File: config.mk
export PLATFORM = sky130hd
export DESIGN_NAME = reset_cause_reg
export DESIGN_NICKNAME = d
export VERILOG_FILES = /design/src/rtl/rsid_pkg.sv /design/src/rtl/rsid_sync.sv /design/src/rtl/rsid_bod_track.sv /design/src/rtl/rsid_flag.sv /design/src/rtl/reset_cause_reg.sv
export SDC_FILE = /design/constraint.sdc
export NUM_CORES = 1
export LEC_CHECK = 0
export ABC_CLOCK_PERIOD_IN_PS = 900
export BUFFER_PORTS_ARGS = -buffer_cell sky130_fd_sc_hd__buf_2
export CORE_AREA = 2 2 39 41
export CTS_CLUSTER_SIZE = 20
export DETAILED_ROUTE_END_ITERATION = 10
export DIE_AREA = 0 0 41 43
export HOLD_SLACK_MARGIN = 0.15
export PLACE_DENSITY = 0.73
export SLEW_MARGIN = 20
export SYNTH_ARGS = -nofsm -noshare
export SYNTH_HDL_FRONTEND = slang
export SYNTH_HIERARCHICAL = 1
export SYNTH_SLANG_ARGS = --single-unit
File: constraint.sdc
create_clock -name clk_i -period 0.9 [get_ports clk_i]
set_input_delay 0.045 -clock clk_i [delete_from_list [all_inputs] [get_ports clk_i]]
set_output_delay 0.045 -clock clk_i [all_outputs]
set_load 0.02 [all_outputs]
File: src/rtl/rsid_pkg.sv
package rsid_pkg;
  localparam int unsigned NUM_SRC = 4;
  localparam int unsigned SRC_POR = 0;
  localparam int unsigned SRC_EXT = 1;
  localparam int unsigned SRC_WDT = 2;
  localparam int unsigned SRC_BOD = 3;

  // synchronized event lanes
  localparam int unsigned EV_EXT  = 0;
  localparam int unsigned EV_WTO  = 1;
  localparam int unsigned EV_WEN  = 2;
  localparam int unsigned EV_LOW  = 3;
  localparam int unsigned EV_PLV  = 4;
  localparam int unsigned NUM_EV  = 5;
  // supply assumed below threshold during power-on reset
  localparam logic [NUM_EV-1:0] EV_RST_VAL = 5'b01000;
endpackage

File: src/rtl/rsid_sync.sv
module rsid_sync #(
  parameter int unsigned WIDTH = 1,
  parameter logic [WIDTH-1:0] RST_VAL = '0
) (
  input  logic             clk_i,
  input  logic             rst_ni,
  input  logic [WIDTH-1:0] d_i,
  output logic [WIDTH-1:0] q_o
);
  logic [WIDTH-1:0] stg1_q, stg2_q;

  always_ff @(posedge clk_i or negedge rst_ni) begin
    if (!rst_ni) begin
      stg1_q <= RST_VAL;
      stg2_q <= RST_VAL;
    end else begin
      stg1_q <= d_i;
      stg2_q <= stg1_q;
    end
  end

  assign q_o = stg2_q;
endmodule

File: src/rtl/rsid_bod_track.sv
module rsid_bod_track (
  input  logic clk_i,
  input  logic rst_ni,
  input  logic low_i,
  input  logic por_lvl_i,
  output logic set_o,
  output logic clr_o
);
  logic armed_q, armed_d;

  // armed while supply has been low since the last recovery
  always_comb begin
    armed_d = armed_q;
    if (low_i)      armed_d = 1'b1;
    else if (set_o) armed_d = 1'b0;
  end

  always_ff @(posedge clk_i or negedge rst_ni) begin
    if (!rst_ni) armed_q <= 1'b1;
    else         armed_q <= armed_d;
  end

  assign set_o = armed_q & ~low_i;
  assign clr_o = por_lvl_i;

  AST_BOD_ONE_SHOT: assert property (@(posedge clk_i) disable iff (!rst_ni)
    set_o |=> !set_o);
endmodule

File: src/rtl/rsid_flag.sv
module rsid_flag #(
  parameter logic POR_VAL = 1'b0
) (
  input  logic clk_i,
  input  logic rst_ni,
  input  logic set_i,
  input  logic clr_i,
  input  logic w1c_i,
  output logic q_o
);
  logic q_d;

  // source clear > source set > software clear
  always_comb begin
    q_d = q_o;
    if (clr_i)      q_d = 1'b0;
    else if (set_i) q_d = 1'b1;
    else if (w1c_i) q_d = 1'b0;
  end

  always_ff @(posedge clk_i or negedge rst_ni) begin
    if (!rst_ni) q_o <= POR_VAL;
    else         q_o <= q_d;
  end
endmodule

File: src/rtl/reset_cause_reg.sv
module reset_cause_reg
  import rsid_pkg::*;
#(
  parameter int unsigned REG_W = 8
) (
  input  logic             clk_i,
  input  logic             rst_ni,
  input  logic             ext_rst_i,
  input  logic             wdt_timeout_i,
  input  logic             wdt_rst_en_i,
  input  logic             bod_low_i,
  input  logic             bod_por_lvl_i,
  input  logic             wr_en_i,
  input  logic [REG_W-1:0] wr_data_i,
  output logic [REG_W-1:0] rd_data_o
);
  localparam int unsigned PAD_W = REG_W - NUM_SRC;

  logic [NUM_EV-1:0]  ev_raw, ev_s;
  logic [NUM_SRC-1:0] flag_set, flag_clr, flag_w1c, flag_q;
  logic               bod_set, bod_clr;
  logic               unused_wr_hi;

  assign ev_raw[EV_EXT] = ext_rst_i;
  assign ev_raw[EV_WTO] = wdt_timeout_i;
  assign ev_raw[EV_WEN] = wdt_rst_en_i;
  assign ev_raw[EV_LOW] = bod_low_i;
  assign ev_raw[EV_PLV] = bod_por_lvl_i;

  rsid_sync #(.WIDTH(NUM_EV), .RST_VAL(EV_RST_VAL)) u_sync (
    .clk_i (clk_i),
    .rst_ni(rst_ni),
    .d_i   (ev_raw),
    .q_o   (ev_s)
  );

  rsid_bod_track u_bod (
    .clk_i    (clk_i),
    .rst_ni   (rst_ni),
    .low_i    (ev_s[EV_LOW]),
    .por_lvl_i(ev_s[EV_PLV]),
    .set_o    (bod_set),
    .clr_o    (bod_clr)
  );

  always_comb begin
    flag_set          = '0;
    flag_clr          = '0;
    flag_set[SRC_EXT] = ev_s[EV_EXT];
    flag_set[SRC_WDT] = ev_s[EV_WTO] & ev_s[EV_WEN];
    flag_clr[SRC_WDT] = ev_s[EV_EXT] | ev_s[EV_LOW];
    flag_set[SRC_BOD] = bod_set;
    flag_clr[SRC_BOD] = bod_clr;
  end

  assign flag_w1c = wr_data_i[NUM_SRC-1:0] & {NUM_SRC{wr_en_i}};

  for (genvar i = 0; i < NUM_SRC; i++) begin : g_flag
    rsid_flag #(.POR_VAL(i == SRC_POR)) u_flag (
      .clk_i (clk_i),
      .rst_ni(rst_ni),
      .set_i (flag_set[i]),
      .clr_i (flag_clr[i]),
      .w1c_i (flag_w1c[i]),
      .q_o   (flag_q[i])
    );
  end

  assign unused_wr_hi = ^wr_data_i[REG_W-1:NUM_SRC];
  assign rd_data_o    = {{PAD_W{1'b0}}, flag_q};

  AST_POR_STICKY: assert property (@(posedge clk_i) disable iff (!rst_ni)
    $fell(flag_q[SRC_POR]) |-> $past(wr_en_i && wr_data_i[SRC_POR]));
  AST_EXT_STICKY: assert property (@(posedge clk_i) disable iff (!rst_ni)
    $fell(flag_q[SRC_EXT]) |-> $past(wr_en_i && wr_data_i[SRC_EXT]));
  AST_WDT_CLEARED: assert property (@(posedge clk_i) disable iff (!rst_ni)
    (ev_s[EV_EXT] || ev_s[EV_LOW]) |=> !flag_q[SRC_WDT]);
  AST_BOD_CLEARED: assert property (@(posedge clk_i) disable iff (!rst_ni)
    ev_s[EV_PLV] |=> !flag_q[SRC_BOD]);
  AST_SET_BEATS_W1C: assert property (@(posedge clk_i) disable iff (!rst_ni)
    (wr_en_i && wr_data_i[SRC_EXT] && ev_s[EV_EXT]) |=> flag_q[SRC_EXT]);
  AST_PAD_ZERO: assert property (@(posedge clk_i) disable iff (!rst_ni)
    $stable(rd_data_o[REG_W-1:NUM_SRC]));
endmodule

; Yosys cells after proc, flatten, opt, wreduce, memory -nomap -nowiden
; Index checks and enable logic that the tools add are counted.
[totals]
regBits = 15
inputBits = 16
output_inout_bits = 8
word_cells = 26
[classes]
n_mux = 10
bitwise_logic = 5
reduce_logical = 4
[ops]
columns = cell, n
row1 = $mux W1, 10
row2 = $reduce_bool A3 Y1, 2
row3 = $and A4 B4 Y4, 1
row4 = $reduce_bool A2 Y1, 2
row5 = $and A1 B1 Y1, 2
row6 = $not A1 Y1, 1
row7 = $or A1 B1 Y1, 1

; Longest topological paths before layout
; Gate-level depths: netlist of the first run.
[depth]
word_depth = 4
ltp_mapped = 3
depth_no_buf = 3

; Hierarchy
; Netlist of the first run, hierarchy kept.
[by_module_without_submodules]
columns = module, instances, cells_each, area_each_um2, seq_area_each_um2
row1 = rsid_sync, 1, 10, 252.7, 252.7
row2 = rsid_flag (g_flag[1].u_flag ...), 3, 4, 43.8, 25.0
row3 = reset_cause_reg, 1, 11, 71.3, 0.0
row4 = rsid_flag (g_flag[0].u_flag), 1, 4, 45.0, 26.3
row5 = rsid_bod_track, 1, 4, 43.8, 26.3

; Least setup slack after synthesis of the first run
; OpenSTA, ideal clock, no wires.
[synth_path]
path_type = register -> register
start = register, netlist name g_flag[0].u_flag/q_o
end = register g_flag[0].u_flag.q_o
setup_ns = 0.068
t_arrival_ns = 0.765
t_required_ns = 0.832
setup_slack_ns = 0.067
path_stages_with_launch = 3
n_path_buf = 0
period_less_slack_ns = 0.833
cell_sequence = dfstp_2 > nand2b_1 > a21oi_2
[synth_rtl]
columns = item, line_no
row1 = end signal: assignment, rsid_flag.sv:23  ; else q_o <= q_d;
row2 = end: declaration, rsid_flag.sv:9  ; output logic q_o

; Worst setup path after layout of the first run
[layout_path]
start = register g_flag[0].u_flag.q_o
end = output rd_data_o[0]
[layout_rtl]
columns = item, line_no
row1 = end: declaration, reset_cause_reg.sv:15  ; output logic [REG_W-1:0] rd_data_o
; No word-level cell between the ends.

==> metrics.cfg, run 1 <==
[outcome]
status = finished with violations
violations = negative setup slack

[setup_path]
end_kind = output port
cp_slowest_cell = dfstp_2
critPathMaxStageDelay_ps = 540
path_delay_family = flip-flops
worstSetupPathType = register to output port
worstPathCellList = buf_6
path_buf_inv = 1
worstRegToRegCells = 3
critPathRequiredTime_ps = 850
cp-start-kind = register
crit_fanout = 2
cp.depth = 1
worst_ep_arrival_time_ps = 930

[synthesis]
synth_area_leaders = dfrtp_1 (51%), dfstp_2 (19%), buf_4 (6.9%)
yosys.area.top_type = dfrtp_1
synth_edf_count = 0
synth_common_cells = dfrtp_1 (11), and2_1 (5), buf_4 (5)
ys_seq_area_share_pct = 69.9
avgSynthCellArea_um2 = 13.3
ys_warn_count = 6
async_reset_ff_share_pct = 100
syn-cell-area_um2 = 544
yosys_register_bits = 15
yosys.area.top_type_share_pct = 50.6
ys.flop_type = dfrtp_1
yosysMostFrequentCell = dfrtp_1
synth_cells = 41
yosys.cell_types.count = 11

[sta]
grt_setup_unrepaired = yes
fin_ws_ps = -74.0
fmax_ghz = 1.03
finalSetupTns_ps = -74.0
fin_crit_sh_pct = 108
clock_skew_ps = 0.649
min_period_ps = 974
setup_viol = 1
report.final.slew_viol_count = 0
hold_violations = 0

[finish]
nets = 88
final_layout_size_suffix_gt1_share_pct = 43.7
syn2layout_area_growth_pct = 45.3
nFillCells = 120
final_cell_count_no_fill = 87
regArea_um2 = 380
multi_input_area_um2 = 153
antenna_cells = 0

[routing]
drt_iter0_drc = 0
drt-pass1-iter-count = 1
drc = 0
wirelength_um = 846
route.vias.total = 342
wl_per_cell_um = 9.72
viasPerCell = 3.93
drtAntennaViolNets = 0

[placement]
dp_cells = 72
io_buffers = 15
place_congestion = 0.596

[grt]
busiest_layer = met2
grt_overflow = 0
grt_pass1_vias = 368
use_met2_pct = 22.2
grt_use_met3_pct = 4.71
antenna_found_initial = 0
grt_max_degree = 16
grt_pass1_wl_um = 1300
grt_util_all_layers_pct = 11.8
gr-usage-met1_pct = 8.80

[power_and_ir_drop]
power.density_nw_per_um2 = 1600
p_leak_uw = 0.000380
ir_drop_v = 0.000939

[clock_tree]
cts_tree = yes
clkTransAtPathRegs_ps = 90
cts.htree.levels = 1
clk_latency_ps = 270
cts_root_buf = clkbuf_4
clkSinkCount = 15
cts_buffer_depth = 2
cts_buffers = 3

[floorplanning]
dieHeight_um = 43
start_util_pct = 39.3
die_w_um = 41
num_io_pins = 24
dieArea_um2 = 1760
coreArea_um2 = 1380
rows = 14

[hold_path]
min_path_cells = 4
holdCritPathClass = primary input to register

[run]
drv_cap = 0

==> where the power goes <==
group          switching [µW]  internal, µW
sequential               16.0           717
clock                     206           165
combinational            74.5          87.0
total                     296           968
==> layout by cell type, fill, tap and decap left out <==
| cell type | n |
|---|---|
| conb_1 | 7 |
| clkbuf_4 | 3 |
| a21oi_2 | 4 |
| dfstp_2 | 4 |
| dfrtp_1 | 11 |
| buf_4 | 1 |
| buf_2 | 13 |
| nor2b_4 | 1 |
| nand2b_4 | 2 |
| dlygate4sd3_1 | 10 |
| nand2b_1 | 2 |
| and2_1 | 5 |
| clkinv_2 | 1 |
| inv_1 | 4 |
| or2_1 | 1 |
| buf_6 | 2 |
==> timing repair <==
action,4_1_cts,5_1_grt
setup buffers,0,1
gates cloned,0,0
hold endpoints to repair,23,0
gates resized for setup,2,6
setup endpoints to repair,1,5
hold buffers,10,0
pin swaps,0,2
==> routing by layer <==
layer | up-vias | wire length (µm)
li1 | 168 | -
met5 | - | 0
met3 | 2 | 45
met4 | 0 | 7
met1 | 155 | 345
met2 | 17 | 448
==> cell families after synthesis <==
group | synth area share, %
AO/OA/AOI/OAI | 6.44
other | 0.689
flip-flops | 69.9
buffers and inverters | 10.3
AND/OR/NAND/NOR | 12.6
==> state kept, by name, summed over array words and instances, names as in the netlist <==
signal             flops
u_sync/q_o             5
u_sync/stg1_q          5
g_flag.u_flag/q_o      4
u_bod/armed_q          1
==> through the flow <==
| step | worst slack (ps) | hold WS [ps] | util (%) | area [µm²] | power, µW |
|---|---|---|---|---|---|
| 2_1_floorplan | 66.8 | -251 | - | 567 | 818 |
| 3_3_place_gp | 81.2 | -51.7 | 44.8 | 621 | 846 |
| 3_5_place_dp | 59.2 | -42.7 | 44.8 | 621 | 853 |
| 4_1_cts | -97.2 | 162 | 54.5 | 754 | 1270 |
| 5_1_grt | -117 | 186 | 57.1 | 791 | 1340 |
| 6_report | -74.0 | 165 | 57.1 | 791 | 1260 |
==> final timing paths <==
check                                                  from                                to  slack, ps
max                        g_flag[0].u_flag/q_o$_DFFE_PN1P_                      rd_data_o[0]        -70
min in group asynchronous                            rst_ni        u_sync/stg1_q[0]$_DFF_PN0_        190
min reg2reg                      u_sync/stg1_q[0]$_DFF_PN0_           u_sync/q_o[0]$_DFF_PN0_        360
max in group asynchronous                            rst_ni  g_flag[0].u_flag/q_o$_DFFE_PN1P_        420
max reg2reg                       u_bod/armed_q$_DFFE_PN1P_  g_flag[3].u_flag/q_o$_DFFE_PN0P_         30
min                                            wr_data_i[1]  g_flag[1].u_flag/q_o$_DFFE_PN0P_        170
==> layout make-up <==
class	instances	area share, %
clock buffer	3	2.85
timing repair buffer	26	24.7
inverter	4	1.90
multi-input combinational	22	19.3
clock inverter	1	0.633
sequential	15	48.1
tap	16	2.53
No activity file was read; power rests on OpenSTA's default activity.
==> run 2: changes to the inputs <==
ABC_AREA = 1   (was not set)
PLACE_DENSITY = 0.71   (was 0.73)
SYNTH_HIERARCHICAL = not set   (was 1)
==> metrics.cfg, run 2 <==
[setup_path]
r2r_slack_ps = 90  ; +60 ps
end_kind = output port
worst_ep_arrival_time_ps = 930  ; about the same
worst_r2r_endpoint = g_flag[3].u_flag.q_o$_DFFE_PN0P_
crit_fanout = 2  ; unchanged
worstSetupPathType = register to output port
worstPathCellList = buf_6
worstRegToRegCells = 3  ; unchanged
critPathMaxStageDelay_ps = 540  ; about the same
path_buf_inv = 1  ; unchanged
cp_slowest_cell = dfstp_2
path_delay_family = flip-flops
reg2reg_from = u_sync.q_o[3]$_DFF_PN1_
cp-start-kind = register
critPathRequiredTime_ps = 850  ; about the same

[synthesis]
synth_edf_count = 0  ; unchanged
synth_area_leaders = dfrtp_1 (53%), dfstp_2 (20%), buf_4 (12%)
ys_warn_count = 0  ; -6
ys.flop_type = dfrtp_1
yosys_register_bits = 15  ; unchanged
syn-cell-area_um2 = 518  ; -4.8%
avgSynthCellArea_um2 = 12.9  ; -2.4%
yosys.area.top_type_share_pct = 53.1  ; +2.6 points
yosys.cell_types.count = 9  ; -2
yosysMostFrequentCell = dfrtp_1
async_reset_ff_share_pct = 100  ; unchanged
ys_seq_area_share_pct = 73.4  ; +3.5 points
yosys.area.top_type = dfrtp_1
synth_cells = 40  ; -2.4%
synth_common_cells = dfrtp_1 (11), nand2_1 (10), buf_4 (8)

[floorplanning]
dieArea_um2 = 1760  ; unchanged
coreArea_um2 = 1380  ; unchanged
die_w_um = 41  ; unchanged
rows = 14  ; unchanged
dieHeight_um = 43  ; unchanged
num_io_pins = 24  ; unchanged
start_util_pct = 37.4  ; -1.9 points

[finish]
final_area_um2 = 709  ; -10%
top_regs = u_sync.q_o x5, u_sync.stg1_q x5, g_flag.u_flag.q_o x4
mostFrequentLayoutCell = buf_2
antenna_cells = 0  ; unchanged
syn2layout_area_growth_pct = 37.0
final_cell_mix = buf_2 (13), dfrtp_1 (11), dlygate4sd3_1 (11)
nets = 81  ; -8.0%
final_layout_size_suffix_gt1_share_pct = 37.5  ; -6.2 points

[grt]
grt_max_degree = 16  ; unchanged
grt_pass1_vias = 294  ; -20%
antenna_found_initial = 0  ; unchanged
grt_pass1_wl_um = 1070  ; -18%
grt_util_all_layers_pct = 10.1  ; -1.7 points
grt_overflow = 0  ; unchanged

[sta]
fin_ws_ps = -75.2  ; -1.20 ps
clock_skew_ps = 2.82  ; +2.17 ps
grt_setup_unrepaired = yes
report.final.slew_viol_count = 0  ; unchanged
fin_crit_sh_pct = 108  ; +0.13 points
min_period_ps = 975  ; +1.20 ps
hold_violations = 0  ; unchanged
setup_viol = 1  ; unchanged
fmax_ghz = 1.03  ; -0.12%

[clock_tree]
cts_tree = yes
cts_root_buf = clkbuf_4
cts_buffers = 3  ; unchanged
cts_buffer_depth = 2  ; unchanged
cts.htree.levels = 1  ; unchanged
clk_latency_ps = 280  ; about the same
clkSinkCount = 15  ; unchanged
post-cts-setup-buffer-count = 0  ; unchanged
clkTransAtPathRegs_ps = 90  ; about the same

[placement]
place_congestion = 0.593  ; -0.52%
place_ws_ps = 100  ; +41.2 ps
placed_area_um2 = 561  ; -9.7%
io_buffers = 15  ; unchanged

[hold_path]
holdCritPathClass = primary input to asynchronous set/reset pin

[power_and_ir_drop]
p_leak_uw = 0.000346  ; -9.1%
power.density_nw_per_um2 = 1720  ; +7.5%
ir_drop_v = 0.000746  ; -21%

[outcome]
status = finished with violations
violations = negative setup slack

[routing]
drt_iter0_drc = 5  ; +5
viasPerCell = 3.90  ; -0.79%
wl_per_cell_um = 9.20  ; -5.4%
drtAntennaViolNets = 0  ; unchanged
drt-pass1-iter-count = 2  ; +1
wirelength_um = 736  ; -13%
drc = 0  ; unchanged
route.vias.total = 312  ; -8.8%

[run]
drv_cap = 0  ; unchanged

[run 2: area by class of cell]
class                      instances  area [µm²]
sequential                        15         380
multi-input combinational         17        77.6
timing repair buffer              26         198
clock buffer                       4        26.3
inverter                           2        7.51
fill                             127         674
tap                               16        20.0
[run 2: metrics by stage]
stage,setup TNS (ps),util (%),hold slack (ps),total power (µW),instances
after detailed placement,0,40.5,-39.5,821,65
after global placement,0,40.5,-54.5,816,65
after global routing,-113,51.3,219,1280,80
after CTS,-83.0,50.8,186,1230,80
after floorplan,0,-,-251,798,43
final,-75.2,51.3,184,1220,80
[run 2: how the worst max path moves through the flow]
stage / startpoint / cells past startpoint / slack [ps] / endpoint
3_5_place_dp: u_sync.q_o[3]$_DFF_PN1_ / 3 / 100 / g_flag[3].u_flag.q_o$_DFFE_PN0P_
2_1_floorplan: u_sync.q_o[3]$_DFF_PN1_ / 3 / 130 / g_flag[3].u_flag.q_o$_DFFE_PN0P_
4_1_cts: g_flag[0].u_flag.q_o$_DFFE_PN1P_ / 1 / -80 / rd_data_o[0]
3_3_place_gp: u_sync.q_o[3]$_DFF_PN1_ / 3 / 120 / g_flag[3].u_flag.q_o$_DFFE_PN0P_
6_report: g_flag[0].u_flag.q_o$_DFFE_PN1P_ / 1 / -80 / rd_data_o[0]
5_1_grt: g_flag[0].u_flag.q_o$_DFFE_PN1P_ / 1 / -110 / rd_data_o[0]
[run 2: routing by layer]
metal | vias to the layer above | wire length [µm] | GRT usage [%]
met5 | - | 0 | 0
met4 | 0 | 0 | 10.0
met3 | 0 | 52 | 4.71
met2 | 18 | 340 | 13.8
met1 | 138 | 342 | 10.5
li1 | 156 | - | -
[run 2: cells by family after synthesis]
| group | synth area share (%) |
|---|---|
| compound gates | 4.83 |
| simple gates | 7.25 |
| other cells | 0.724 |
| buf+inv | 13.8 |
| flops | 73.4 |
[run 2: power by group]
group	total, µW	internal [µW]	switching [µW]
clock network	375	172	203
logic	124	62.0	61.8
registers	721	711	10.0
total	1220	945	275
[run 2: timing repair]
item                                   4_1_cts  5_1_grt
endpoints found under the hold margin       24        0
cloned                                       0        0
setup endpoints to repair                    1        2
gates resized for setup                      2        2
hold buffers                                11        0
